### src/rtl/pwm_phase_pkg.sv
package pwm_phase_pkg;
   localparam int CTRL_W  = 32;
   localparam int EN_POS  = 31;
   localparam int UPD_POS = 30;

   typedef enum logic [0:0] {
      OUT_COMB = 1'b0,
      OUT_FLOP = 1'b1
   } out_mode_e;
endpackage

### src/rtl/pwm_ctrl_reg.sv
module pwm_ctrl_reg
   import pwm_phase_pkg::*;
#(
   parameter int INC_W  = 16,
   parameter int DUTY_W = 8
) (
   input  logic                clk,
   input  logic                rst_n,
   input  logic                wr_en,
   input  logic [CTRL_W-1:0]   wr_data,
   input  logic                commit,
   output logic                en,
   output logic                upd,
   output logic [INC_W-1:0]    shd_inc,
   output logic [DUTY_W-1:0]   shd_duty,
   output logic [CTRL_W-1:0]   rd_data
);
   localparam int INC_LSB = DUTY_W;

   always_ff @(posedge clk or negedge rst_n) begin
      if (!rst_n) begin
         en       <= 1'b0;
         upd      <= 1'b0;
         shd_inc  <= '0;
         shd_duty <= '0;
      end else if (wr_en) begin
         en       <= wr_data[EN_POS];
         upd      <= wr_data[UPD_POS];
         shd_inc  <= wr_data[INC_LSB +: INC_W];
         shd_duty <= wr_data[0 +: DUTY_W];
      end else if (commit) begin
         upd      <= 1'b0;
      end
   end

   always_comb begin
      rd_data                    = '0;
      rd_data[EN_POS]            = en;
      rd_data[UPD_POS]           = upd;
      rd_data[INC_LSB +: INC_W]  = shd_inc;
      rd_data[0 +: DUTY_W]       = shd_duty;
   end
endmodule

### src/rtl/pwm_active_regs.sv
module pwm_active_regs #(
   parameter int INC_W  = 16,
   parameter int DUTY_W = 8
) (
   input  logic              clk,
   input  logic              rst_n,
   input  logic              en,
   input  logic              upd,
   input  logic              wrap,
   input  logic [INC_W-1:0]  shd_inc,
   input  logic [DUTY_W-1:0] shd_duty,
   output logic [INC_W-1:0]  act_inc,
   output logic [DUTY_W-1:0] act_duty,
   output logic              commit
);
   logic stalled;

   assign stalled = (act_inc == '0);
   assign commit  = upd & (~en | wrap | stalled);

   always_ff @(posedge clk or negedge rst_n) begin
      if (!rst_n) begin
         act_inc  <= '0;
         act_duty <= '0;
      end else if (commit) begin
         act_inc  <= shd_inc;
         act_duty <= shd_duty;
      end
   end
endmodule

### src/rtl/pwm_phase_acc.sv
module pwm_phase_acc #(
   parameter int ACC_W = 16
) (
   input  logic             clk,
   input  logic             rst_n,
   input  logic             en,
   input  logic [ACC_W-1:0] inc,
   output logic [ACC_W-1:0] acc,
   output logic             wrap
);
   logic [ACC_W:0] sum;

   assign sum  = {1'b0, acc} + {1'b0, inc};
   assign wrap = en & sum[ACC_W];

   always_ff @(posedge clk or negedge rst_n) begin
      if (!rst_n)
         acc <= '0;
      else if (en)
         acc <= sum[ACC_W-1:0];
      else
         acc <= '0;
   end
endmodule

### src/rtl/pwm_duty_cmp.sv
module pwm_duty_cmp
   import pwm_phase_pkg::*;
#(
   parameter int        ACC_W    = 16,
   parameter int        DUTY_W   = 8,
   parameter out_mode_e OUT_MODE = OUT_COMB
) (
   input  logic              clk,
   input  logic              rst_n,
   input  logic              en,
   input  logic [ACC_W-1:0]  acc,
   input  logic [DUTY_W-1:0] duty,
   output logic              pwm
);
   logic level;

   assign level = en & (acc[ACC_W-1 -: DUTY_W] >= duty);

   if (OUT_MODE == OUT_FLOP) begin : g_flop
      always_ff @(posedge clk or negedge rst_n) begin
         if (!rst_n) pwm <= 1'b0;
         else        pwm <= level;
      end
   end else begin : g_comb
      assign pwm = level;
   end
endmodule

### src/rtl/pwm_phase_gen.sv
module pwm_phase_gen
   import pwm_phase_pkg::*;
#(
   parameter int        ACC_W    = 16,
   parameter int        DUTY_W   = 8,
   parameter out_mode_e OUT_MODE = OUT_COMB
) (
   input  logic              clk,
   input  logic              rst_n,
   input  logic              wr_en,
   input  logic [31:0]       wr_data,
   output logic [31:0]       rd_data,
   output logic              pwm_out
);
   localparam int INC_W = ACC_W;

   if (DUTY_W > ACC_W) begin : g_bad_duty
      $error("threshold wider than accumulator");
   end
   if (INC_W + DUTY_W > UPD_POS) begin : g_bad_fit
      $error("fields overlap the control bits");
   end
   if (CTRL_W != 32) begin : g_bad_ctrl
      $error("control word must be 32 bits");
   end

   logic              en;
   logic              upd;
   logic              commit;
   logic              wrap;
   logic [INC_W-1:0]  shd_inc;
   logic [DUTY_W-1:0] shd_duty;
   logic [INC_W-1:0]  act_inc;
   logic [DUTY_W-1:0] act_duty;
   logic [ACC_W-1:0]  acc_q;

   pwm_ctrl_reg #(.INC_W(INC_W), .DUTY_W(DUTY_W)) u_ctrl (
      .clk(clk), .rst_n(rst_n), .wr_en(wr_en), .wr_data(wr_data),
      .commit(commit), .en(en), .upd(upd), .shd_inc(shd_inc),
      .shd_duty(shd_duty), .rd_data(rd_data)
   );

   pwm_active_regs #(.INC_W(INC_W), .DUTY_W(DUTY_W)) u_act (
      .clk(clk), .rst_n(rst_n), .en(en), .upd(upd), .wrap(wrap),
      .shd_inc(shd_inc), .shd_duty(shd_duty), .act_inc(act_inc),
      .act_duty(act_duty), .commit(commit)
   );

   pwm_phase_acc #(.ACC_W(ACC_W)) u_acc (
      .clk(clk), .rst_n(rst_n), .en(en), .inc(act_inc),
      .acc(acc_q), .wrap(wrap)
   );

   pwm_duty_cmp #(.ACC_W(ACC_W), .DUTY_W(DUTY_W), .OUT_MODE(OUT_MODE)) u_cmp (
      .clk(clk), .rst_n(rst_n), .en(en), .acc(acc_q), .duty(act_duty),
      .pwm(pwm_out)
   );
endmodule

### config.mk
export PLATFORM = sky130hd
export DESIGN_NAME = pwm_phase_gen
export DESIGN_NICKNAME = d
export VERILOG_FILES = /design/src/rtl/pwm_phase_pkg.sv /design/src/rtl/pwm_ctrl_reg.sv /design/src/rtl/pwm_active_regs.sv /design/src/rtl/pwm_phase_acc.sv /design/src/rtl/pwm_duty_cmp.sv /design/src/rtl/pwm_phase_gen.sv
export SDC_FILE = /design/constraint.sdc
export NUM_CORES = 1
export LEC_CHECK = 0
export BUFFER_PORTS_ARGS = -buffer_cell sky130_fd_sc_hd__buf_4
export CAP_MARGIN = 25
export CORE_ASPECT_RATIO = 1.4
export CORE_UTILIZATION = 55
export DETAILED_ROUTE_END_ITERATION = 16
export PLACE_DENSITY = 0.84
export SETUP_SLACK_MARGIN = 0.5
export SYNTH_ARGS = -nofsm -noshare
export SYNTH_HDL_FRONTEND = slang
export SYNTH_HIERARCHICAL = 1
export SYNTH_SLANG_ARGS = --single-unit
### constraint.sdc
create_clock -name clk -period 4.4 [get_ports clk]
set_input_delay 0 -clock clk [delete_from_list [all_inputs] [get_ports clk]]
set_output_delay 0 -clock clk [all_outputs]
set_load 0.02 [all_outputs]
==> impl_metrics.csv <==
group,metric,value,unit
run_status,status,"completed",
pwr,power_density,630,nW/um^2
job,drv_cap,0,
floorplanning,die_h,99.8,um
routing,wl,7710,um
global_route,grt_overflow,0,
placed_design,gp_congestion,0.883,
worst_setup_path,r2r_setup_slack,0.96,ns
logic_synthesis,synth_flop_cell,"dfrtp_1",
clock_tree,clkSinkCount,66,
global_route,grt_max_degree,67,
worst_setup_path,cp_top_family,"compound AO/OA/AOI/OAI gates",
final_layout,ff_latch_area,1650,sq um
logic_synthesis,yosysUniqueCellTypes,46,
final_layout,fin_util,0.675,
timing,skew,0.0113,ns
final_layout,syn2layout_area_growth,18.0,%
timing,fin_crit,3.44,ns
final_layout,final_cell_mix,"dfrtp_1, buf_4, mux2_4",
global_route,grt_pass1_vias,2599,
timing,fin_crit_sh,0.781,
clock_tree,cts_resized,0,
floorplanning,core.rowCount,35,
global_route,grt_usage,0.231,
logic_synthesis,synth_edf_count,0,
global_route,grt_pass1_wl,12500,um
timing,final_max_slew_viol_count,0,
final_layout,diodes,0,
timing,worstMarginPinSlew,0.811,ns
timing,grt_setup_unrepaired,"no",
final_layout,num-fill-cells,454,
logic_synthesis,ys_warn_count,6,
pwr,power.leakage,2.16,nW
final_layout,multi_input_area,1720,sq um
floorplanning,ios,68,
logic_synthesis,ys_seq_area_frac,0.440,
worst_setup_path,crit_slowest_cell,"buf_4",
logic_synthesis,synth_area_leader_cell,"dfrtp_1",
worst_setup_path,cp.buffers_inverters,3,
pwr,vdd_drop_max,333,uV
timing,max_freq,291,MHz
worst_setup_path,cp-end-kind,"flip-flop",
routing,viasPerCell,5.66,
worst_setup_path,cp_cell_sequence,"ha_1 -> inv_1 -> fa_1 -> nor2b_1 -> o21bai_1 -> a21oi_1 -> a221oi_2 -> nand3b_1 -> a21oi_1 -> inv_1 -> a31oi_4 -> buf_4 -> mux2_2",
worst_setup_path,crit_path_max_fanout,25,
worst_setup_path,worst-endpoint-arrival,3.66,ns
clock_tree,ctsRootBufferMaster,"clkbuf_8",
logic_synthesis,ys_ff_latch,66,
logic_synthesis,netlist_instances,305,
clock_tree,post_cts_buffers,0,
final_layout,final_area,4430,sq um
clock_tree,clk_pin_slew,0.08,ns
floorplanning,die_area,7170,sq um
routing,ant_nets,0,
worst_setup_path,worstSetupPathType,"flip-flop to flip-flop",
timing,relSlewSlack,0.459,
placed_design,io_buffers,55,
clock_tree,tritoncts,"yes",
placed_design,dp_hpwl,5110,um
logic_synthesis,synth.cell_area,3750,sq um
timing,report.final.hold_viol_count,0,
worst_setup_path,slowest_delay,0.42,ns
worst_setup_path,worst_setup_path_start_kind,"flip-flop",
global_route,grt_antenna_before_repair,0,
logic_synthesis,synth_area_per_cell,12.3,sq um
final_layout,layout_commonest_cell,"dfrtp_1",
clock_tree,cts_made_buffers,9,
clock_tree,clk-insertion-delay-late,0.34,ns
logic_synthesis,async_flop_share,1.00,
timing,finalSetupTns,0,ns
worst_setup_path,worstPathRequired,4.62,ns
final_layout,drive_above_1_share,0.340,
routing,wl_per_cell,17.3,um
clock_tree,cts-htree-levels,3,
routing,drc,0,
hold_path,hold_class,"primary input to flip-flop",
routing,drtPass1Iterations,4,
floorplanning,coreArea,6570,sq um
timing,setup_violations,0,
floorplanning,die_w,71.8,um
routing,drtIter0Drc,81,
final_layout,num-nets-final,426,
clock_tree,ctsLongestPathBuffers,2,
routing,vias,2517,
floorplanning,start_util,0.572,
logic_synthesis,synth.top_cell.area_share,0.440,
logic_synthesis,synth.area.top_cells,"dfrtp_1, mux2_4, ha_1",
placed_design,place_area,3950,sq um
==> synth_stat cells (2+ instances only) <==
cell,instances
a211oi_1,2
a21o_1,4
a21oi_1,13
a21oi_2,2
and2_1,2
buf_12,4
buf_4,32
dfrtp_1,66
ha_1,24
inv_1,19
mux2_2,12
mux2_4,37
mux2i_1,2
nand2_1,12
nand3_1,2
nand4_1,2
nor2_1,13
nor2b_1,2
nor3_1,6
nor4_1,4
o21a_1,5
o21ai_0,7
o21ai_1,2
o21bai_1,3
xnor2_1,4
xor2_1,4
==> through the flow <==
stage / total power, W / std cells / setup WS [ns] / hold slack, ns
global route: 0.00297 / 445 / 0.768 / 0.189
finish: 0.00279 / 445 / 0.962 / 0.184
floorplan: 0.00193 / 310 / 1.61 / -0.296
detailed placement: 0.00220 / 402 / 1.06 / 0.140
global placement: 0.00213 / 402 / 1.14 / 0.136
CTS: 0.00278 / 445 / 1.04 / 0.178
==> routing by layer <==
metal | up-vias | track usage | routed length, um
li1 | 1163 | - | -
met1 | 1253 | 0.269 | 3130
met2 | 82 | 0.411 | 4130
met3 | 19 | 0.0385 | 255
met4 | 0 | 0.107 | 195
met5 | - | 0 | 0
==> report_power, final <==
group / internal (W) / leakage, nW / switching (W)
clock network: 0.000319 / 0.107 / 0.000231
registers: 0.000797 / 0.793 / 0.000156
logic: 0.000623 / 1.26 / 0.000667
total: 0.00174 / 2.16 / 0.00105
==> cell families (layout without fill, tap and decap cells) <==
| group | after synthesis | in the layout | synth area share |
|---|---|---|---|
| AOI/OAI and AO/OA | 48 | 48 | 0.0933 |
| adders and majority gates | 25 | 25 | 0.0853 |
| DFF | 66 | 66 | 0.440 |
| other | 1 | 6 | 0.000999 |
| muxes | 51 | 51 | 0.189 |
| and+or+nand+nor | 49 | 49 | 0.0643 |
| buffers and inverters | 57 | 118 | 0.108 |
| xor gates and xnor gates | 8 | 8 | 0.0187 |
==> worst paths after layout <==
kind	startpoint	end	cells past startpoint
max	u_act/act_inc[0]	u_act/act_inc[11]	13
min	wr_en	u_ctrl/shd_duty[6]	2
max reg2reg	u_act/act_inc[0]	u_act/act_inc[11]	13
min reg2reg	u_act/act_duty[0]	u_act/act_duty[0]	1
max in group asynchronous	rst_n	u_ctrl/shd_inc[7]	2
min in group asynchronous	rst_n	u_ctrl/shd_duty[6]	2
==> what timing repair did <==
| action | CTS | global route |
|---|---|---|
| hold buffers | 27 | 0 |
| hold endpoints to repair | 92 | 0 |
| setup endpoints to repair | 0 | 0 |
==> sequential cells by signal, indices dropped and copies added, names as in the netlist <==
register         cells
u_act/act_duty       8
u_ctrl/shd_inc      16
u_act/act_inc       16
u_ctrl/shd_duty      8
u_ctrl/upd           1
u_ctrl/en            1
u_acc/acc           16
==> area by class of cell <==
cell class                      instances  share of cell area
Multi-Input combinational cell        187               0.387
Sequential cell                        66               0.373
Timing Repair Buffer                   83               0.156
Clock buffer                           11              0.0296
Tap cell                               74              0.0209
Clock inverter                          5              0.0178
Inverter                               19              0.0161
Note: power is estimated with default switching activity, not from simulation.
